File: config.mk
export PLATFORM = sky130hd
export DESIGN_NAME = dir_issue_arbiter
export DESIGN_NICKNAME = d
export VERILOG_FILES = /design/src/rtl/dir_issue_pkg.sv /design/src/rtl/dir_issue_stall_decode.sv /design/src/rtl/dir_issue_elig.sv /design/src/rtl/dir_issue_prio_pick.sv /design/src/rtl/dir_issue_arbiter.sv
export SDC_FILE = /design/constraint.sdc
export NUM_CORES = 1
export LEC_CHECK = 0
export BUFFER_PORTS_ARGS = -buffer_cell sky130_fd_sc_hd__buf_2
export CORE_MARGIN = 2
export CORE_UTILIZATION = 39
export CTS_CLUSTER_SIZE = 14
export DETAILED_ROUTE_END_ITERATION = 12
export PLACE_DENSITY = 0.79
export SYNTH_ARGS = -nofsm -noshare
export SYNTH_HDL_FRONTEND = slang
export SYNTH_SLANG_ARGS = --single-unit
File: constraint.sdc
create_clock -name clk -period 2 [get_ports clk]
set_input_delay 0.1 -clock clk [delete_from_list [all_inputs] [get_ports clk]]
set_output_delay 0.1 -clock clk [all_outputs]
set_load 0.02 [all_outputs]
File: src/rtl/dir_issue_pkg.sv
`timescale 1ns/1ps
package dir_issue_pkg;
    typedef enum logic [1:0] {
        MT_GETS  = 2'd0,
        MT_GETM  = 2'd1,
        MT_EVICT = 2'd2,
        MT_PUTS  = 2'd3
    } msg_type_e;

    typedef enum logic [2:0] {
        DS_N   = 3'd0,
        DS_I   = 3'd1,
        DS_S   = 3'd2,
        DS_M   = 3'd3,
        DS_SD  = 3'd4,
        DS_MNA = 3'd5,
        DS_SNA = 3'd6,
        DS_NSD = 3'd7
    } dir_state_e;

    typedef enum logic [1:0] {
        CL_NONE = 2'd0,
        CL_REPL = 2'd1,
        CL_RESP = 2'd2,
        CL_REQ  = 2'd3
    } src_class_e;

    typedef enum logic {
        ARB_IDLE  = 1'b0,
        ARB_ISSUE = 1'b1
    } arb_state_e;

    localparam int NUM_SRC = 3;
endpackage

File: src/rtl/dir_issue_stall_decode.sv
`timescale 1ns/1ps
module dir_issue_stall_decode
    import dir_issue_pkg::*;
(
    input  logic [2:0] state_i,
    input  logic [1:0] type_i,
    input  logic       from_owner_i,
    output logic       stall_o
);
    dir_state_e st;
    msg_type_e  mt;
    logic       transient;
    logic       stallable;

    always_comb begin
        st = dir_state_e'(state_i);
        mt = msg_type_e'(type_i);
        unique case (st)
            DS_SD, DS_MNA, DS_SNA, DS_NSD: transient = 1'b1;
            default:                       transient = 1'b0;
        endcase
        unique case (mt)
            MT_GETS, MT_GETM, MT_EVICT: stallable = 1'b1;
            default:                    stallable = 1'b0;
        endcase
        stall_o = transient && stallable && from_owner_i;
    end
endmodule

File: src/rtl/dir_issue_elig.sv
`timescale 1ns/1ps
module dir_issue_elig
    import dir_issue_pkg::*;
(
    input  logic               rpq_valid,
    input  logic               rpl_lk_hit,
    input  logic               rsp_valid,
    input  logic               req_valid,
    input  logic               req_lk_hit,
    input  logic               req_lk_entry_valid,
    input  logic               req_stall,
    input  logic               tt_full,
    input  logic               dc2_busy,
    input  logic               dc3_busy,
    input  logic               fwd_net_avail,
    input  logic               rsp_net_avail,
    output logic [NUM_SRC-1:0] elig_o
);
    logic path_clear;
    logic req_table_ok;

    always_comb begin
        path_clear   = !tt_full && !dc2_busy && !dc3_busy && fwd_net_avail && rsp_net_avail;
        req_table_ok = !req_lk_hit || !req_lk_entry_valid || !req_stall;
        elig_o[0]    = rpq_valid && path_clear && !rpl_lk_hit;
        elig_o[1]    = rsp_valid;
        elig_o[2]    = req_valid && path_clear && req_table_ok;
    end
endmodule

File: src/rtl/dir_issue_prio_pick.sv
`timescale 1ns/1ps
module dir_issue_prio_pick #(
    parameter int N = 3
) (
    input  logic [N-1:0] req_i,
    output logic [N-1:0] gnt_o
);
    for (genvar g = 0; g < N; g++) begin : g_pick
        if (g == 0) begin : g_top
            assign gnt_o[g] = req_i[g];
        end else begin : g_rest
            assign gnt_o[g] = req_i[g] && !(|req_i[g-1:0]);
        end
    end
endmodule

File: src/rtl/dir_issue_arbiter.sv
`timescale 1ns/1ps
module dir_issue_arbiter
    import dir_issue_pkg::*;
#(
    parameter int TAG_W  = 6,
    parameter int SET_W  = 4,
    parameter int TILE_W = 3,
    parameter int IDX_W  = 2,
    localparam int ADDR_W = TAG_W + SET_W
) (
    input  logic              clk,
    input  logic              rst_n,
    input  logic              rpq_valid,
    input  logic [ADDR_W-1:0] rpq_addr,
    output logic              rpq_dequeue,
    input  logic              rsp_valid,
    input  logic [ADDR_W-1:0] rsp_addr,
    input  logic [1:0]        rsp_type,
    input  logic [TILE_W-1:0] rsp_src,
    output logic              rsp_ready,
    input  logic              req_valid,
    input  logic [ADDR_W-1:0] req_addr,
    input  logic [1:0]        req_type,
    input  logic [TILE_W-1:0] req_src,
    output logic              req_ready,
    output logic [TAG_W-1:0]  rpl_lk_tag,
    output logic [SET_W-1:0]  rpl_lk_set,
    input  logic              rpl_lk_hit,
    output logic [TAG_W-1:0]  req_lk_tag,
    output logic [SET_W-1:0]  req_lk_set,
    input  logic              req_lk_hit,
    input  logic              req_lk_entry_valid,
    input  logic [2:0]        req_lk_state,
    input  logic [TILE_W-1:0] req_lk_owner,
    input  logic [IDX_W-1:0]  req_lk_index,
    input  logic              tt_full,
    input  logic              dc2_busy,
    input  logic              dc3_busy,
    input  logic              fwd_net_avail,
    input  logic              rsp_net_avail,
    output logic              iss_valid,
    output logic [1:0]        iss_class,
    output logic [ADDR_W-1:0] iss_addr,
    output logic [1:0]        iss_type,
    output logic [TILE_W-1:0] iss_src,
    output logic              iss_tt_hit,
    output logic [IDX_W-1:0]  iss_tt_index
);
    arb_state_e         state_q, state_d;
    logic               req_stall;
    logic [NUM_SRC-1:0] elig, gnt;
    src_class_e         pick_class;
    logic [ADDR_W-1:0]  pick_addr;
    logic [1:0]         pick_type;
    logic [TILE_W-1:0]  pick_src;
    logic               pick_hit;
    logic [IDX_W-1:0]   pick_idx;
    logic               decide;

    assign rpl_lk_tag = rpq_addr[ADDR_W-1:SET_W];
    assign rpl_lk_set = rpq_addr[SET_W-1:0];
    assign req_lk_tag = req_addr[ADDR_W-1:SET_W];
    assign req_lk_set = req_addr[SET_W-1:0];

    dir_issue_stall_decode u_stall (
        .state_i      (req_lk_state),
        .type_i       (req_type),
        .from_owner_i (req_src == req_lk_owner),
        .stall_o      (req_stall)
    );

    dir_issue_elig u_elig (
        .rpq_valid          (rpq_valid),
        .rpl_lk_hit         (rpl_lk_hit),
        .rsp_valid          (rsp_valid),
        .req_valid          (req_valid),
        .req_lk_hit         (req_lk_hit),
        .req_lk_entry_valid (req_lk_entry_valid),
        .req_stall          (req_stall),
        .tt_full            (tt_full),
        .dc2_busy           (dc2_busy),
        .dc3_busy           (dc3_busy),
        .fwd_net_avail      (fwd_net_avail),
        .rsp_net_avail      (rsp_net_avail),
        .elig_o             (elig)
    );

    dir_issue_prio_pick #(.N(NUM_SRC)) u_pick (
        .req_i (elig),
        .gnt_o (gnt)
    );

    always_comb begin
        pick_class = CL_NONE;
        pick_addr  = '0;
        pick_type  = '0;
        pick_src   = '0;
        pick_hit   = 1'b0;
        pick_idx   = '0;
        unique case (gnt)
            3'b001: begin
                pick_class = CL_REPL;
                pick_addr  = rpq_addr;
                pick_type  = MT_EVICT;
            end
            3'b010: begin
                pick_class = CL_RESP;
                pick_addr  = rsp_addr;
                pick_type  = rsp_type;
                pick_src   = rsp_src;
            end
            3'b100: begin
                pick_class = CL_REQ;
                pick_addr  = req_addr;
                pick_type  = req_type;
                pick_src   = req_src;
                pick_hit   = req_lk_hit;
                pick_idx   = req_lk_index;
            end
            default: ;
        endcase
    end

    assign decide = (state_q == ARB_IDLE) && (|gnt);

    always_comb begin
        state_d = state_q;
        unique case (state_q)
            ARB_IDLE:  if (|elig) state_d = ARB_ISSUE;
            ARB_ISSUE: state_d = ARB_IDLE;
            default:   state_d = ARB_IDLE;
        endcase
    end

    always_ff @(posedge clk) begin
        if (!rst_n) state_q <= ARB_IDLE;
        else        state_q <= state_d;
    end

    always_ff @(posedge clk) begin
        if (!rst_n || !decide) begin
            iss_valid    <= 1'b0;
            iss_class    <= CL_NONE;
            iss_addr     <= '0;
            iss_type     <= '0;
            iss_src      <= '0;
            iss_tt_hit   <= 1'b0;
            iss_tt_index <= '0;
            rpq_dequeue  <= 1'b0;
            rsp_ready    <= 1'b0;
            req_ready    <= 1'b0;
        end else begin
            iss_valid    <= 1'b1;
            iss_class    <= pick_class;
            iss_addr     <= pick_addr;
            iss_type     <= pick_type;
            iss_src      <= pick_src;
            iss_tt_hit   <= pick_hit;
            iss_tt_index <= pick_idx;
            rpq_dequeue  <= gnt[0];
            rsp_ready    <= gnt[1];
            req_ready    <= gnt[2];
        end
    end
endmodule

Word level (Yosys, flattened, before mapping)
Index checks and enable logic that the tools add are counted.

Register bits after elaboration: 25. Latch bits: 0. Memory bits (writable): 0. Memory bits (read-only): 0. Input bits: 61. Word-level logic and storage cells: 66. Memories: 0.

Add/sub/neg operators: 0. Multipliers: 0. Div/mod/pow operators: 0. Magnitude comparators: 0. Equality and inequality tests: 10. Shift-type cells: 0. Multiplexer cells: 9. Bitwise logic cells: 2. Reductions and logical operators: 34.

Operator list (count): $pmux W10 S3 (1); $eq A3 B3 Y1 const B (5); $logic_and A1 B1 Y1 (13); $pmux W2 S3 (2); $logic_not A1 Y1 (11); $reduce_or A3 Y1 (3); $pmux W3 S2 (1); $mux W1 (4); $reduce_or A2 Y1 (2); $reduce_or A4 Y1 (1); $eq A3 B1 Y1 const B (1); $eq A3 B2 Y1 const B (1); $eq A3 B3 Y1 (1); $logic_or A1 B1 Y1 (3); $eq A2 B1 Y1 const B (1); $eq A2 B2 Y1 const B (1); $logic_not A2 Y1 (1); $not A1 Y1 (2); $pmux W1 S2 (1).

Logic depth before layout (Yosys ltp)
Word-level depth: 15. Mapped depth: 7.

By module
From an unflattened synthesis, not the netlist that was laid out.

Cells, all modules: 144. Area total of the unflattened synthesis: 1308.8 µm².

By module, submodules not included: dir_issue_arbiter (instances 1, cells each 134, area an instance 1214.9 µm²); dir_issue_elig (instances 1, cells each 5, area an instance 55.1 µm²); dir_issue_prio_pick (instances 1, cells each 3, area an instance 26.3 µm²); dir_issue_stall_decode (instances 1, cells each 2, area an instance 12.5 µm²).

Least setup slack after synthesis
OpenSTA, ideal clock, no wires.

Path kind: register -> register. Start point: register state_q. End point: register iss_addr[3]. Library setup time: 69 ps. Arrival time: 1310 ps. Data required time: 1931 ps. Setup slack: 621 ps. Cell stages (with the launch flop): 6. Buffers on the path: 1. Cell sequence: dfxtp_1 -> nand2b_1 -> clkbuf_2 -> nor4_2 -> a32oi_1 -> o21ai_1.

Cells in the longest elaborated chain, start to end: 4.

RTL lines: start: declaration (line dir_issue_arbiter.sv:49) `arb_state_e state_q, state_d;`; start signal: assignment (line dir_issue_arbiter.sv:137) `else state_q <= state_d;`; $not A1 Y1; $logic_and A1 B1 Y1 (line dir_issue_arbiter.sv:124) `assign decide = (state_q == ARB_IDLE) && (|gnt);`; $logic_not A1 Y1 (line dir_issue_arbiter.sv:141) `if (!rst_n || !decide) begin`; $logic_or A1 B1 Y1 (line dir_issue_arbiter.sv:141); end signal: assignment (line dir_issue_arbiter.sv:155) `iss_addr <= pick_addr;`; end: declaration (line dir_issue_arbiter.sv:43) `output logic [ADDR_W-1:0] iss_addr,`.

Every way passes these cells. A chain may end at the register's enable or synchronous reset.

Worst setup path after layout
Start point: register state_q. End point: register iss_type[0].

Cells in the longest elaborated chain, start to end: 4.

RTL lines: $not A1 Y1; $logic_and A1 B1 Y1 (line dir_issue_arbiter.sv:124); $logic_not A1 Y1 (line dir_issue_arbiter.sv:141); $logic_or A1 B1 Y1 (line dir_issue_arbiter.sv:141); end signal: assignment (line dir_issue_arbiter.sv:156) `iss_type <= pick_type;`; end: declaration (line dir_issue_arbiter.sv:44) `output logic [1:0] iss_type,`.

Every way passes these cells.

==> results by group <==
Outcome
  • Status: complete, no violations

Worst setup path
  • Worst path bufs/invs: 0
  • Critical path, cell by cell: nor2b_1, o31a_1, nand4_1, o21ai_0
  • CP top delay family: compound AO/OA/AOI/OAI gates
  • Worst EP arrival: 1.78 ns
  • CP max-delay cell: o31a_1
  • Max incr delay on CP: 0.62 ns
  • CP Launch Type: register
  • Req. time, crit path: 2.25 ns
  • CP Capture Type: register
  • CP Class: reg2reg
  • CP Max Fanout: 19

STA
  • Slew Viols, Final: 0
  • # setup viols final: 0
  • Setup ws final: 0.469 ns
  • Final hold violations: 0
  • FMAX: 653 MHz
  • RSZ-0062 raised after global routing: no
  • Total negative setup slack: 0 ns
  • Worst Clk Skew: 0.0101 ns
  • Worst-margin pin slew: 0.712 ns
  • Fin crit period: 1.53 ns
  • Worst slew margin: 52.5%
  • Period utilization: 76.5%

Finish
  • Layout cells sized above 1: 52.1%
  • Layout area overhead: 38.6%
  • Antenna Cells: 0
  • Design area: 0.00185 mm2
  • Final Non-Filler Cells: 284
  • NumNets Final: 300

Clock network
  • H-tree levels: 1
  • Clock sinks: 25
  • Maximum clock path buffer count: 2
  • Num CTS Buffers: 3
  • Root Buffer: clkbuf_4
  • Skew-Pair Late Insertion Delay: 0.32 ns
  • Worst-path clk slew: 0.14 ns
  • CTS tree: yes

Pwr
  • P per Cell Area: 546 mW/mm2
  • Leakage: 0.874 nW
  • VDD IR-drop max: 0.000228 V
  • Tot Pwr: 1.01 mW

Hold path
  • Min-Delay Path Class: in2reg

Yosys
  • Yosys Warn Count: 0
  • Post-synth EDFFs: 0
  • Synth unique cells: 31
  • Post-Syn Area: 0.00133 mm2
  • Mapped Cells: 149
  • Ys async rst share: 0%
  • Synth area leader: dfxtp_1
  • Synth area leaders: dfxtp_1, buf_4, mux2_2
  • Top-count cell post-synth: dfxtp_1
  • Post-synthesis sequential area ratio: 37.6%
  • Syn_nets: 210
  • Yosys reg bits: 25
  • Top-area cell type share of the netlist area: 37.6%
  • Synth Flop Type: dfxtp_1
  • Top cells by count, synth: dfxtp_1, buf_4, nand3_1, o21ai_0
  • Syn Area/Cell: 8.94 um2

Floorplanning
  • Initial Util: 40.2%
  • Die height: 62.5 um
  • DIE AREA: 0.00390 mm2
  • Std cell rows: 21
  • Ports: 105
  • Core area: 0.00331 mm2
  • Die Wd: 62.5 um

Placed design
  • Port Buf Inserts: 102
  • HPWL Detailed: 2720 um
  • Dpl ws: 0.468 ns
  • Placed insts: 271
  • GP Congestion: 0.729
  • DP Area: 0.00173 mm2

Drt
  • First DRT Iteration DRCs: 38
  • Antenna Nets Post-Route: 0
  • DRC errors left: 0
  • Vias: 1426
  • Wire per inst: 12.9 um
  • Drt first pass iters: 4
  • Final wirelength: 3670 um
  • Vias/cell: 5.02

Global route
  • Largest net degree at the start of global routing: 31
  • GR Overflow Total: 0
  • All-Layer GR Usage: 19.4%
  • Number of global-route vias before repair: 1407
  • Global-route wire length before repair: 6120 um
  • Antenna violations before repair: 0

Flow run
  • Max-Cap Viols: 0
-- stage by stage --
| step | hold slack (ns) | util (%) |
|---|---|---|
| 6_report | 0.00701 | 55.8 |
| 5_1_grt | 0.00336 | 55.8 |
| 4_1_cts | 0.00163 | 54.9 |
| 3_5_place_dp | 0.326 | 52.3 |
| 3_3_place_gp | 0.320 | 52.3 |
| 2_1_floorplan | 0.219 | - |
-- logic make-up after synthesis --
group,share of synthesized area [%]
and+or+nand+nor,19.9
buffers and inverters,17.0
AOI/OAI and AO/OA,15.1
DFF,37.6
muxes,8.45
xor gates and xnor gates,1.97
-- report_power, final --
group	internal [mW]	switching, mW
Combinational	0.115	0.143
Sequential	0.517	0.00412
Clock	0.0780	0.151
Total	0.710	0.298
-- layer usage --
metal / part of all wire [%] / track usage [%] / vias to the layer above
met3: 8.8 / 4.68 / 5
met5: 0 / 0 / -
met2: 50 / 36.3 / 80
met1: 40 / 20.9 / 636
met4: 1.1 / 6.94 / 0
li1: - / - / 705
-- worst register-to-register path, stage by stage (launching register included) --
cell     delay [ns]
dfxtp_1        0.33
nor2b_1        0.15
o31a_1         0.62
nand4_1        0.18
o21ai_0        0.18
-- final timing paths --
path | from | end | slack (ns) | cells past startpoint
setup / recovery | state_q$_SDFF_PP0_ | iss_type[0]$_SDFF_PP0_ | 0.47 | 4
hold / removal | rsp_src[2] | iss_src[2]$_SDFF_PP0_ | 0.007 | 3
setup reg to reg | state_q$_SDFF_PP0_ | iss_type[0]$_SDFF_PP0_ | 0.47 | 4
hold reg to reg | state_q$_SDFF_PP0_ | iss_tt_index[1]$_SDFF_PP0_ | 0.61 | 3
-- registers in the layout, indices dropped and copies added, names as in the netlist --
register	count
iss_class	2
iss_valid	1
state_q	1
iss_src	3
iss_tt_index	2
req_ready	1
rsp_ready	1
rpq_dequeue	1
iss_type	2
iss_tt_hit	1
iss_addr	10
-- cells in the final DEF (no fill, tap or decap), types with 2 or more instances in the layout --
cell type,netlist,layout
nand4_1,5,5
o21ai_0,12,12
dfxtp_1,25,25
nor3_1,4,4
nor2b_1,2,2
nand2_1,4,4
nor4_2,2,2
buf_4,20,6
buf_2,3,102
o21ai_1,2,2
nor4_1,4,4
inv_1,3,3
dlygate4sd3_1,0,9
nand2b_1,2,2
mux2_2,10,10
clkbuf_4,0,3
nor2_1,4,4
nand3_1,15,15
a32oi_1,10,10
xnor2_1,3,3
-- repair_timing --
| item | CTS | global route |
|---|---|---|
| endpoints found under the hold margin | 6 | 3 |
| gates resized for setup | 0 | 0 |
| hold buffers | 6 | 3 |
| setup buffers | 0 | 0 |
-- final cells by class --
type                       instances  area (um2)
multi-input combinational         89         606
inverter                           3        11.3
tap                               46        57.6
fill                             319        1460
timing repair buffer             117         646
clock buffer                       4        26.3
sequential                        25         500
No activity file was read; power rests on OpenSTA's default activity.
